===== src/rtl/kbd_pkg.sv =====
package kbd_pkg;
  localparam int KBD_ADDR_W      = 16;
  localparam int KBD_DIRECT_ROWS = 8;
  localparam int KBD_CODE_W      = 3;
  localparam int KBD_CODED_ROWS  = 4;
  localparam int KBD_COLS        = 7;
  localparam int KBD_WIN_TAG     = 13; // 0x6800 >> 11

  function automatic int kbd_rows(input int direct_rows, input int coded_rows);
    return direct_rows + coded_rows;
  endfunction
endpackage


===== src/rtl/kbd_window_dec.sv =====
module kbd_window_dec #(
  parameter int ADDR_W  = 16,
  parameter int SEL_W   = 11,
  parameter int WIN_TAG = 13
) (
  input  logic [ADDR_W-1:0] addr_i,
  input  logic              rd_i,
  input  logic              bank_i,
  output logic              hit_o,
  output logic [SEL_W-1:0]  sel_o
);
  localparam int TAG_W = ADDR_W - SEL_W;

  logic tag_match;
  assign tag_match = (addr_i[ADDR_W-1:SEL_W] == TAG_W'(WIN_TAG));
  assign hit_o     = rd_i & bank_i & tag_match;
  assign sel_o     = addr_i[SEL_W-1:0];
endmodule


===== src/rtl/kbd_row_drv.sv =====
module kbd_row_drv #(
  parameter int DIRECT_ROWS = 8,
  parameter int CODE_W      = 3,
  parameter int CODED_ROWS  = 4
) (
  input  logic                                 clk,
  input  logic                                 rst_n,
  input  logic                                 hit_i,
  input  logic [DIRECT_ROWS+CODE_W-1:0]        sel_i,
  output logic [DIRECT_ROWS+CODED_ROWS-1:0]    row_n_o
);
  localparam int SEL_W = DIRECT_ROWS + CODE_W;
  localparam int ROWS  = DIRECT_ROWS + CODED_ROWS;

  logic [CODE_W-1:0] code;
  assign code = sel_i[SEL_W-1:DIRECT_ROWS];

  // direct rows: one active-low address bit per row
  for (genvar i = 0; i < DIRECT_ROWS; i++) begin : g_direct
    assign row_n_o[i] = ~(hit_i & ~sel_i[i]);
  end

  // coded rows: binary decode, unused codes select nothing
  for (genvar j = 0; j < CODED_ROWS; j++) begin : g_coded
    assign row_n_o[DIRECT_ROWS+j] = ~(hit_i && (code == CODE_W'(j)));
  end

  // no decoded read, no row pulled low
  a_r1_idle_released: assert property (@(posedge clk) disable iff (!rst_n)
    !hit_i |-> &row_n_o);

  // at most one coded row is ever active
  a_r3_coded_onehot0: assert property (@(posedge clk) disable iff (!rst_n)
    $onehot0(~row_n_o[ROWS-1:DIRECT_ROWS]));

  // codes at or above the coded row count select no coded row
  a_r3_high_code_none: assert property (@(posedge clk) disable iff (!rst_n)
    (int'(code) >= CODED_ROWS) |-> &row_n_o[ROWS-1:DIRECT_ROWS]);
endmodule


===== src/rtl/kbd_capture.sv =====
module kbd_capture #(
  parameter int COLS = 7
) (
  input  logic          clk,
  input  logic          rst_n,
  input  logic          hit_i,
  input  logic [COLS-1:0] col_n_i,
  input  logic          tape_i,
  output logic [COLS:0] data_o,
  output logic          valid_o
);
  logic [COLS:0] data_q;
  logic          valid_q;

  always_ff @(posedge clk or negedge rst_n) begin
    if (!rst_n) begin
      data_q  <= '0;
      valid_q <= 1'b0;
    end else begin
      valid_q <= hit_i;
      data_q  <= hit_i ? {tape_i, col_n_i} : '0;
    end
  end

  assign data_o  = data_q;
  assign valid_o = valid_q;

  // a decoded read returns the levels seen at its closing edge
  a_r5_capture: assert property (@(posedge clk) disable iff (!rst_n)
    hit_i |=> (valid_o && data_o == $past({tape_i, col_n_i})));
endmodule


===== src/rtl/kbd_matrix_reader.sv =====
module kbd_matrix_reader
  import kbd_pkg::*;
#(
  parameter int ADDR_W      = KBD_ADDR_W,
  parameter int DIRECT_ROWS = KBD_DIRECT_ROWS,
  parameter int CODE_W      = KBD_CODE_W,
  parameter int CODED_ROWS  = KBD_CODED_ROWS,
  parameter int COLS        = KBD_COLS,
  parameter int WIN_TAG     = KBD_WIN_TAG,
  localparam int SEL_W      = DIRECT_ROWS + CODE_W,
  localparam int ROWS       = kbd_rows(DIRECT_ROWS, CODED_ROWS)
) (
  input  logic              clk,
  input  logic              rst_n,
  input  logic [ADDR_W-1:0] cpu_addr,
  input  logic              cpu_rd,
  input  logic              io_bank_sel,
  input  logic [COLS-1:0]   col_sense_n,
  input  logic              tape_in,
  output logic [ROWS-1:0]   row_drive_n,
  output logic [COLS:0]     rd_data,
  output logic              rd_valid
);
  logic             hit;
  logic [SEL_W-1:0] sel;

  kbd_window_dec #(.ADDR_W(ADDR_W), .SEL_W(SEL_W), .WIN_TAG(WIN_TAG)) u_win (
    .addr_i (cpu_addr),
    .rd_i   (cpu_rd),
    .bank_i (io_bank_sel),
    .hit_o  (hit),
    .sel_o  (sel)
  );

  kbd_row_drv #(.DIRECT_ROWS(DIRECT_ROWS), .CODE_W(CODE_W), .CODED_ROWS(CODED_ROWS)) u_rows (
    .clk     (clk),
    .rst_n   (rst_n),
    .hit_i   (hit),
    .sel_i   (sel),
    .row_n_o (row_drive_n)
  );

  kbd_capture #(.COLS(COLS)) u_cap (
    .clk     (clk),
    .rst_n   (rst_n),
    .hit_i   (hit),
    .col_n_i (col_sense_n),
    .tape_i  (tape_in),
    .data_o  (rd_data),
    .valid_o (rd_valid)
  );

  // without strobe and bank select, rows stay released
  a_r4_no_rows_unmapped: assert property (@(posedge clk) disable iff (!rst_n)
    (!cpu_rd || !io_bank_sel) |-> &row_drive_n);

  // a cycle that is not a read gives no valid byte next cycle
  a_r4_no_valid_unread: assert property (@(posedge clk) disable iff (!rst_n)
    !cpu_rd |=> !rd_valid);

  // bus quiet outside the valid cycle
  a_r8_quiet_bus: assert property (@(posedge clk) disable iff (!rst_n)
    !rd_valid |-> (rd_data == '0));
endmodule


===== config.mk =====
export PLATFORM = sky130hd
export DESIGN_NAME = kbd_matrix_reader
export DESIGN_NICKNAME = d
export VERILOG_FILES = /design/src/rtl/kbd_pkg.sv /design/src/rtl/kbd_window_dec.sv /design/src/rtl/kbd_row_drv.sv /design/src/rtl/kbd_capture.sv /design/src/rtl/kbd_matrix_reader.sv
export SDC_FILE = /design/constraint.sdc
export NUM_CORES = 1
export LEC_CHECK = 0
export ABC_AREA = 0
export CELL_PAD_IN_SITES_DETAIL_PLACEMENT = 2
export CELL_PAD_IN_SITES_GLOBAL_PLACEMENT = 2
export CORE_ASPECT_RATIO = 0.9
export CORE_MARGIN = 2
export CORE_UTILIZATION = 12
export CTS_BUF_LIST = sky130_fd_sc_hd__clkbuf_16
export DETAILED_ROUTE_END_ITERATION = 8
export PLACE_DENSITY_LB_ADDON = 0.1
export SLEW_MARGIN = 30
export SYNTH_ARGS = -nofsm -noshare
export SYNTH_HDL_FRONTEND = slang
export SYNTH_SLANG_ARGS = --single-unit

===== constraint.sdc =====
create_clock -name clk -period 2.1 [get_ports clk]
set_input_delay 0.42 -clock clk [delete_from_list [all_inputs] [get_ports clk]]
set_output_delay 0.42 -clock clk [all_outputs]
set_load 0.02 [all_outputs]

==> results of run 1 <==
## registers in the layout, indices dropped and copies added, names as in the netlist
name,count
u_cap.data_o,8
u_cap.valid_o,1
## through the flow
step / util, % / worst slack, ns / power [mW] / hold WS [ns] / setup TNS, ns
floorplan: - / 0.2394 / 0.1886 / 0.1244 / 0
global placement: 29.66 / -0.6455 / 0.2569 / 0.7486 / -6.484
detailed placement: 29.66 / -0.6614 / 0.2570 / 0.7481 / -6.512
CTS: 32.72 / 0.004558 / 0.6006 / 0.4980 / 0
global route: 32.84 / 0.005890 / 0.6097 / 0.5287 / 0
finish: 32.84 / 0.04180 / 0.5885 / 0.4828 / 0
## layout by cell type, fill, tap and decap left out, drive strengths merged
cell | Yosys | final
and3 | 8 | 8
and4 | 1 | 1
buf | 1 | 17
clkbuf | 2 | 4
clkdlybuf4s15 | 0 | 2
clkdlybuf4s50 | 0 | 28
dfrtp | 9 | 9
dlygate4sd2 | 0 | 7
dlymetal6s2s | 0 | 1
inv | 0 | 1
nand2 | 1 | 1
nand3 | 1 | 1
nand4 | 2 | 2
nand4b | 1 | 1
nor2 | 2 | 2
nor3b | 2 | 2
or3 | 8 | 8
or3b | 1 | 1
or4 | 1 | 1
## layout make-up
class | instances | area [um2] | share of cell area [%]
well taps | 44 | 55.05 | 5.000
repair buffers | 56 | 533.0 | 48.41
flip-flops and latches | 9 | 225.2 | 20.45
clock inverters | 1 | 3.754 | 0.3409
clock buffers | 3 | 75.07 | 6.818
multi-input cells | 28 | 209.0 | 18.98
## synthesized netlist by cell type
library cell and number:
and3_1 8, and4_1 1, buf_2 1, clkbuf_1 2, dfrtp_1 9, nand2_1 1
nand3_1 1, nand4_1 2, nand4b_1 1, nor2_1 2, nor3b_1 2, or3_1 8
or3b_1 1, or4_4 1
## routing by layer
metal | track usage [%] | vias to the layer above | wire [um]
li1 | - | 261 | -
met1 | 10.64 | 266 | 661
met2 | 17.14 | 35 | 895
met3 | 3.390 | 5 | 217
met4 | 8.746 | 0 | 64
met5 | 0 | - | 0
## power breakdown
group	total (mW)	internal [mW]	switching [mW]	leakage [nW]
Clock	0.335	0.249	0.0859	0.0423
Combinational	0.0786	0.0533	0.0254	0.321
Sequential	0.175	0.175	0.000157	0.126
Total	0.589	0.477	0.111	0.489
## path summary, 6_finish.rpt
check                                       endpoint  slack [ns]  cells past startpoint
max in group asynchronous  u_cap.data_o[3]$_DFF_PN0_        1.33                      1
setup / recovery                      row_drive_n[0]        0.04                      5
hold / removal             u_cap.data_o[1]$_DFF_PN0_        0.48                      1
min in group clk             u_cap.valid_o$_DFF_PN0_        0.59                      4
## cell families after synthesis
logic type / Yosys count
AND/OR/NAND/NOR: 28
flip-flops: 9
buffers and inverters: 3
## repair_timing
item	in CTS	in global routing
gates cloned	1	0
pin swaps	4	1
resized for setup	68	4
setup endpoints to repair	12	5
==> metrics.txt, run 1 <==
number of buffers on the longest clock path=2; endpoint required time on the critical path=1.68 ns; final setup fails=0; category of the most critical setup path=input pin to output pin; global-route wire length before repair=2.925 mm; total CTS buffers=3; Final Hold Viols=0; antenna-violating nets left=0; unrepaired setup endpoints after global routing=false; global-route usage over all layers=roughly a tenth; synthesized netlist cell count=40; final worst path period share=98.01%; worst min path class=input pin to async pin; number of global-route vias before repair=616; number of warnings printed during yosys synthesis=0; half-perimeter wire length after placement=1.454 mm; final non-filler cell area=0.001101 mm2; drt pass-1 iters=2; number of register bits inferred by synthesis=9; Antenna Cells=0; number of violations reported at the end of detailed-routing iteration 0=10; die outline area=0.003982 mm2; setup fix buffers added after clock tree synthesis=0; worst path cell trace=clkdlybuf4s15_1 -> or3b_4 -> buf_6 -> or3_4 -> buf_6; number of distinct standard cells referenced by the synthesized netlist=14; adder-cell share of the synthesized area=0%; transition time of the tightest slew-check pin=0.4073 ns; maximum number of pins on one net before global-route repair=12; share of layout cells above drive strength 1=28.87%; Hold-fix buffers, CTS=0; Peak Freq=485.9 MHz; largest driver fanout on the critical path=5; library cell appearing most often on the critical path=buf_6; Routed wire per std cell=13.04 um; final-stage net count=126; sum of overflow across all layers after global routing=0; area post-placement=994.7 um2; sequential fraction of the synthesis area=between 50% and 60%; cell type contributing the most total cell area after synthesis=dfrtp_1; synthesized area per cell=about 10 um2; number of antenna violations at the first check in global routing=0; number of standard-cell rows in the floorplan=20; total wire length after detailed routing=1.838 mm; area share of the largest cell type after synthesis=53.73%; CP arrival=about 1.6 ns; CTS H-tree lvls=1; compound-gate portion of the synthesized area=0%; die extent in y=~60 um; die extent in x=~66 um; cell leakage power=about 0.5 nW; Post-Synthesis Cell Area=419.2 um2; Cell Count Post-Placement=136; max-cap check violation count=0; XOR/XNOR share of the synthesized area=0%; Area Overhead vs Synth=162.7%; dominant cells by area after synthesis=dfrtp_1 54%, and3_1 12%, or3_1 12%, nor3b_1 3.6%, nand4_1 3.0%; sort of element at the start of the critical path=input pin; via total after detailed routing=567; master of the slowest instance on the critical path=or3b_4; highest cell delay on the worst timing path=0.40 ns; Filler Cells Inserted=between 300 and 400; worst-case vdd ir drop=0.2210 mV; vias per std cell=4.021; number of top-level pins=49; Period minus WS final=2.058 ns; TritonCTS sink count=9; mux contribution to synthesized area=0%; Worst Setup End Kind=output pin; CORE AREA=roughly 0.0034 mm2; cell chosen for the clock root=clkbuf_16; cell family with the largest share of critical-path delay=simple AND/OR/NAND/NOR gates; Port-buffer cells=48; TritonCTS clock tree=done; GPL Wtd Cong=0.6627; DRC violation count after routing=0; worst setup path start=cpu_addr[12]; pwr dens=534.5 mW/mm2; relative slew slack=72.76%; basic-gate share of the synthesized area counting and, or, nand and nor cells=43.28%; final number of max-transition violations=0; outcome=complete, no violations; effective utilization at floorplan=12.50%; buffering stage count on the worst path with inverters included=3; CTS clock-pin slew for the worst setup and hold paths=approximately 0.040 ns; Post-Synthesis Net Count=~70; final std cells w/o fill=141; largest family of logic cells by synthesized area=simple AND/OR/NAND/NOR gates
Power figures use the tool's default switching activity.
==> run 2: changes to the inputs <==
--- a/config.mk
+++ b/config.mk
@@ -14,6 +14,7 @@
 export CTS_BUF_LIST = sky130_fd_sc_hd__clkbuf_16
 export DETAILED_ROUTE_END_ITERATION = 8
 export PLACE_DENSITY_LB_ADDON = 0.1
+export SKIP_CTS_REPAIR_TIMING = 1
 export SLEW_MARGIN = 30
 export SYNTH_ARGS = -nofsm -noshare
 export SYNTH_HDL_FRONTEND = slang
==> metrics.txt, run 2 (synthesis results as in run 1) <==
worst min path class=input pin to async pin; max-cap check violation count=0 (unchanged); global-route wire length before repair=2.877 mm (-1.6%); unrepaired setup endpoints after global routing=false; endpoint required time on the critical path=1.68 ns (about the same); drt pass-1 iters=2 (unchanged); Period minus WS final=2.042 ns (-0.01603 ns); Antenna Cells=0 (unchanged); Total Power Consumption=0.5920 mW (+0.59%); highest cell delay on the worst timing path=0.48 ns (+0.08 ns); final setup fails=0 (unchanged); TritonCTS clock tree=done; buffering stage count on the worst path with inverters included=2 (-1); number of buffers on the longest clock path=2 (unchanged); master of the slowest instance on the critical path=or4_4; most common library cell in the layout ignoring fill and taps=clkdlybuf4s50_1; half-perimeter wire length after placement=1.454 mm (unchanged); Peak Freq=489.7 MHz (+0.78%); share of layout cells above drive strength 1=26.26% (-2.6 points); total CTS buffers=3 (unchanged); transition time of the tightest slew-check pin=0.4087 ns (+0.001422 ns); die extent in y=60.07 um (unchanged); number of standard-cell rows in the floorplan=20 (unchanged); final worst path period share=97.25% (-0.76 points); vias per std cell=4.035 (+0.34%); Routed wire per std cell=13.55 um (+4.0%); cell leakage power=0.5405 nW (+10%); worst-case vdd ir drop=0.2212 mV (about the same); number of global-route vias before repair=623 (+1.1%); Port-buffer cells=48 (unchanged); number of violations reported at the end of detailed-routing iteration 0=10 (unchanged); pwr dens=532.2 mW/mm2 (-0.43%); commonest cells after routing, fill and taps aside=29 x clkdlybuf4s50_1, 10 x dlymetal6s2s_1, 9 x dfrtp_1, 8 x and3_1; number of top-level pins=49 (unchanged); global-route usage over all layers=10.16% (-0.20 points); sum of overflow across all layers after global routing=0 (unchanged); final-stage net count=128 (+1.6%); outcome=complete, no violations; final non-filler cell area=0.001112 mm2 (+1.0%); max FFs per register=8 (unchanged); Worst Setup End Kind=output pin; category of the most critical setup path=input pin to output pin; die extent in x=66.30 um (unchanged); worst setup path start=cpu_addr[12]; relative slew slack=72.67% (-0.095 points); via total after detailed routing=577 (+1.8%); cell family with the largest share of critical-path delay=simple AND/OR/NAND/NOR gates; sort of element at the start of the critical path=input pin; largest driver fanout on the critical path=3 (-2); TritonCTS sink count=9 (unchanged); cell chosen for the clock root=clkbuf_16; total negative setup slack=0 ns (unchanged); maximum number of pins on one net before global-route repair=12 (unchanged); Final Hold Viols=0 (unchanged); DRC violation count after routing=0 (unchanged); area post-placement=994.7 um2 (unchanged); total wire length after detailed routing=1.938 mm (+5.4%); antenna-violating nets left=0 (unchanged); number of antenna violations at the first check in global routing=0 (unchanged); number of stages on the worst setup path=4 (-1); effective utilization at floorplan=12.50% (unchanged); CTS H-tree lvls=1 (unchanged); Area Overhead vs Synth=165.4%; CTS clock-pin slew for the worst setup and hold paths=0.04 ns (about the same); die outline area=0.003982 mm2 (unchanged); GPL Wtd Cong=0.6627 (unchanged); CP arrival=1.62 ns (-0.02 ns); final number of max-transition violations=0 (unchanged); CORE AREA=0.003353 mm2 (unchanged); worst path cell trace=dlymetal6s2s_1 -> or3b_4 -> or4_4 -> clkbuf_2; Critical Path End=row_drive_n[11]
## run 2: report_power, final
group          switching (mW)  internal (mW)
sequential           0.000157          0.175
clock                  0.0853          0.249
combinational          0.0258         0.0569
total                   0.111          0.481
## run 2: layer usage
| layer | routed length, um | vias to the layer above | part of all wire, % | global-route usage (%) |
|---|---|---|---|---|
| li1 | - | 265 | - | - |
| met1 | 681 | 272 | 35 | 10.07 |
| met2 | 979 | 35 | 51 | 17.00 |
| met3 | 213 | 5 | 11 | 3.578 |
| met4 | 64 | 0 | 3.3 | 8.746 |
| met5 | 0 | - | 0 | 0 |
## run 2: worst min-delay path by stage
stage,startpoint,slack [ns],cells after the start,end
after floorplan,rst_n,0.12,0,u_cap.data_o[0]$_DFF_PN0_
after global placement,rst_n,0.75,1,u_cap.data_o[3]$_DFF_PN0_
after detailed placement,rst_n,0.75,1,u_cap.data_o[3]$_DFF_PN0_
after CTS,rst_n,0.50,1,u_cap.data_o[6]$_DFF_PN0_
after global routing,rst_n,0.53,1,u_cap.data_o[2]$_DFF_PN0_
final,rst_n,0.48,1,u_cap.data_o[1]$_DFF_PN0_
## run 2: cell type report
type                            instances  area [um2]
Clock buffer                            3       75.07
Timing Repair Buffer                   58       559.3
Fill cell                             370        2241
Sequential cell                         9       225.2
Multi-Input combinational cell         28       193.9
Clock inverter                          1       3.754
Tap cell                               44       55.05
## run 2: per-stage QoR
stage | std cells | setup slack, ns | utilization [%] | hold WS [ns]
6_report | 143 | 0.05784 | 33.17 | 0.4836
4_1_cts | 140 | -0.6649 | 32.01 | 0.4980
5_1_grt | 143 | 0.02543 | 33.17 | 0.5287
3_3_place_gp | 136 | -0.6455 | 29.66 | 0.7486
3_5_place_dp | 136 | -0.6614 | 29.66 | 0.7481
2_1_floorplan | 40 | 0.2394 | - | 0.1244
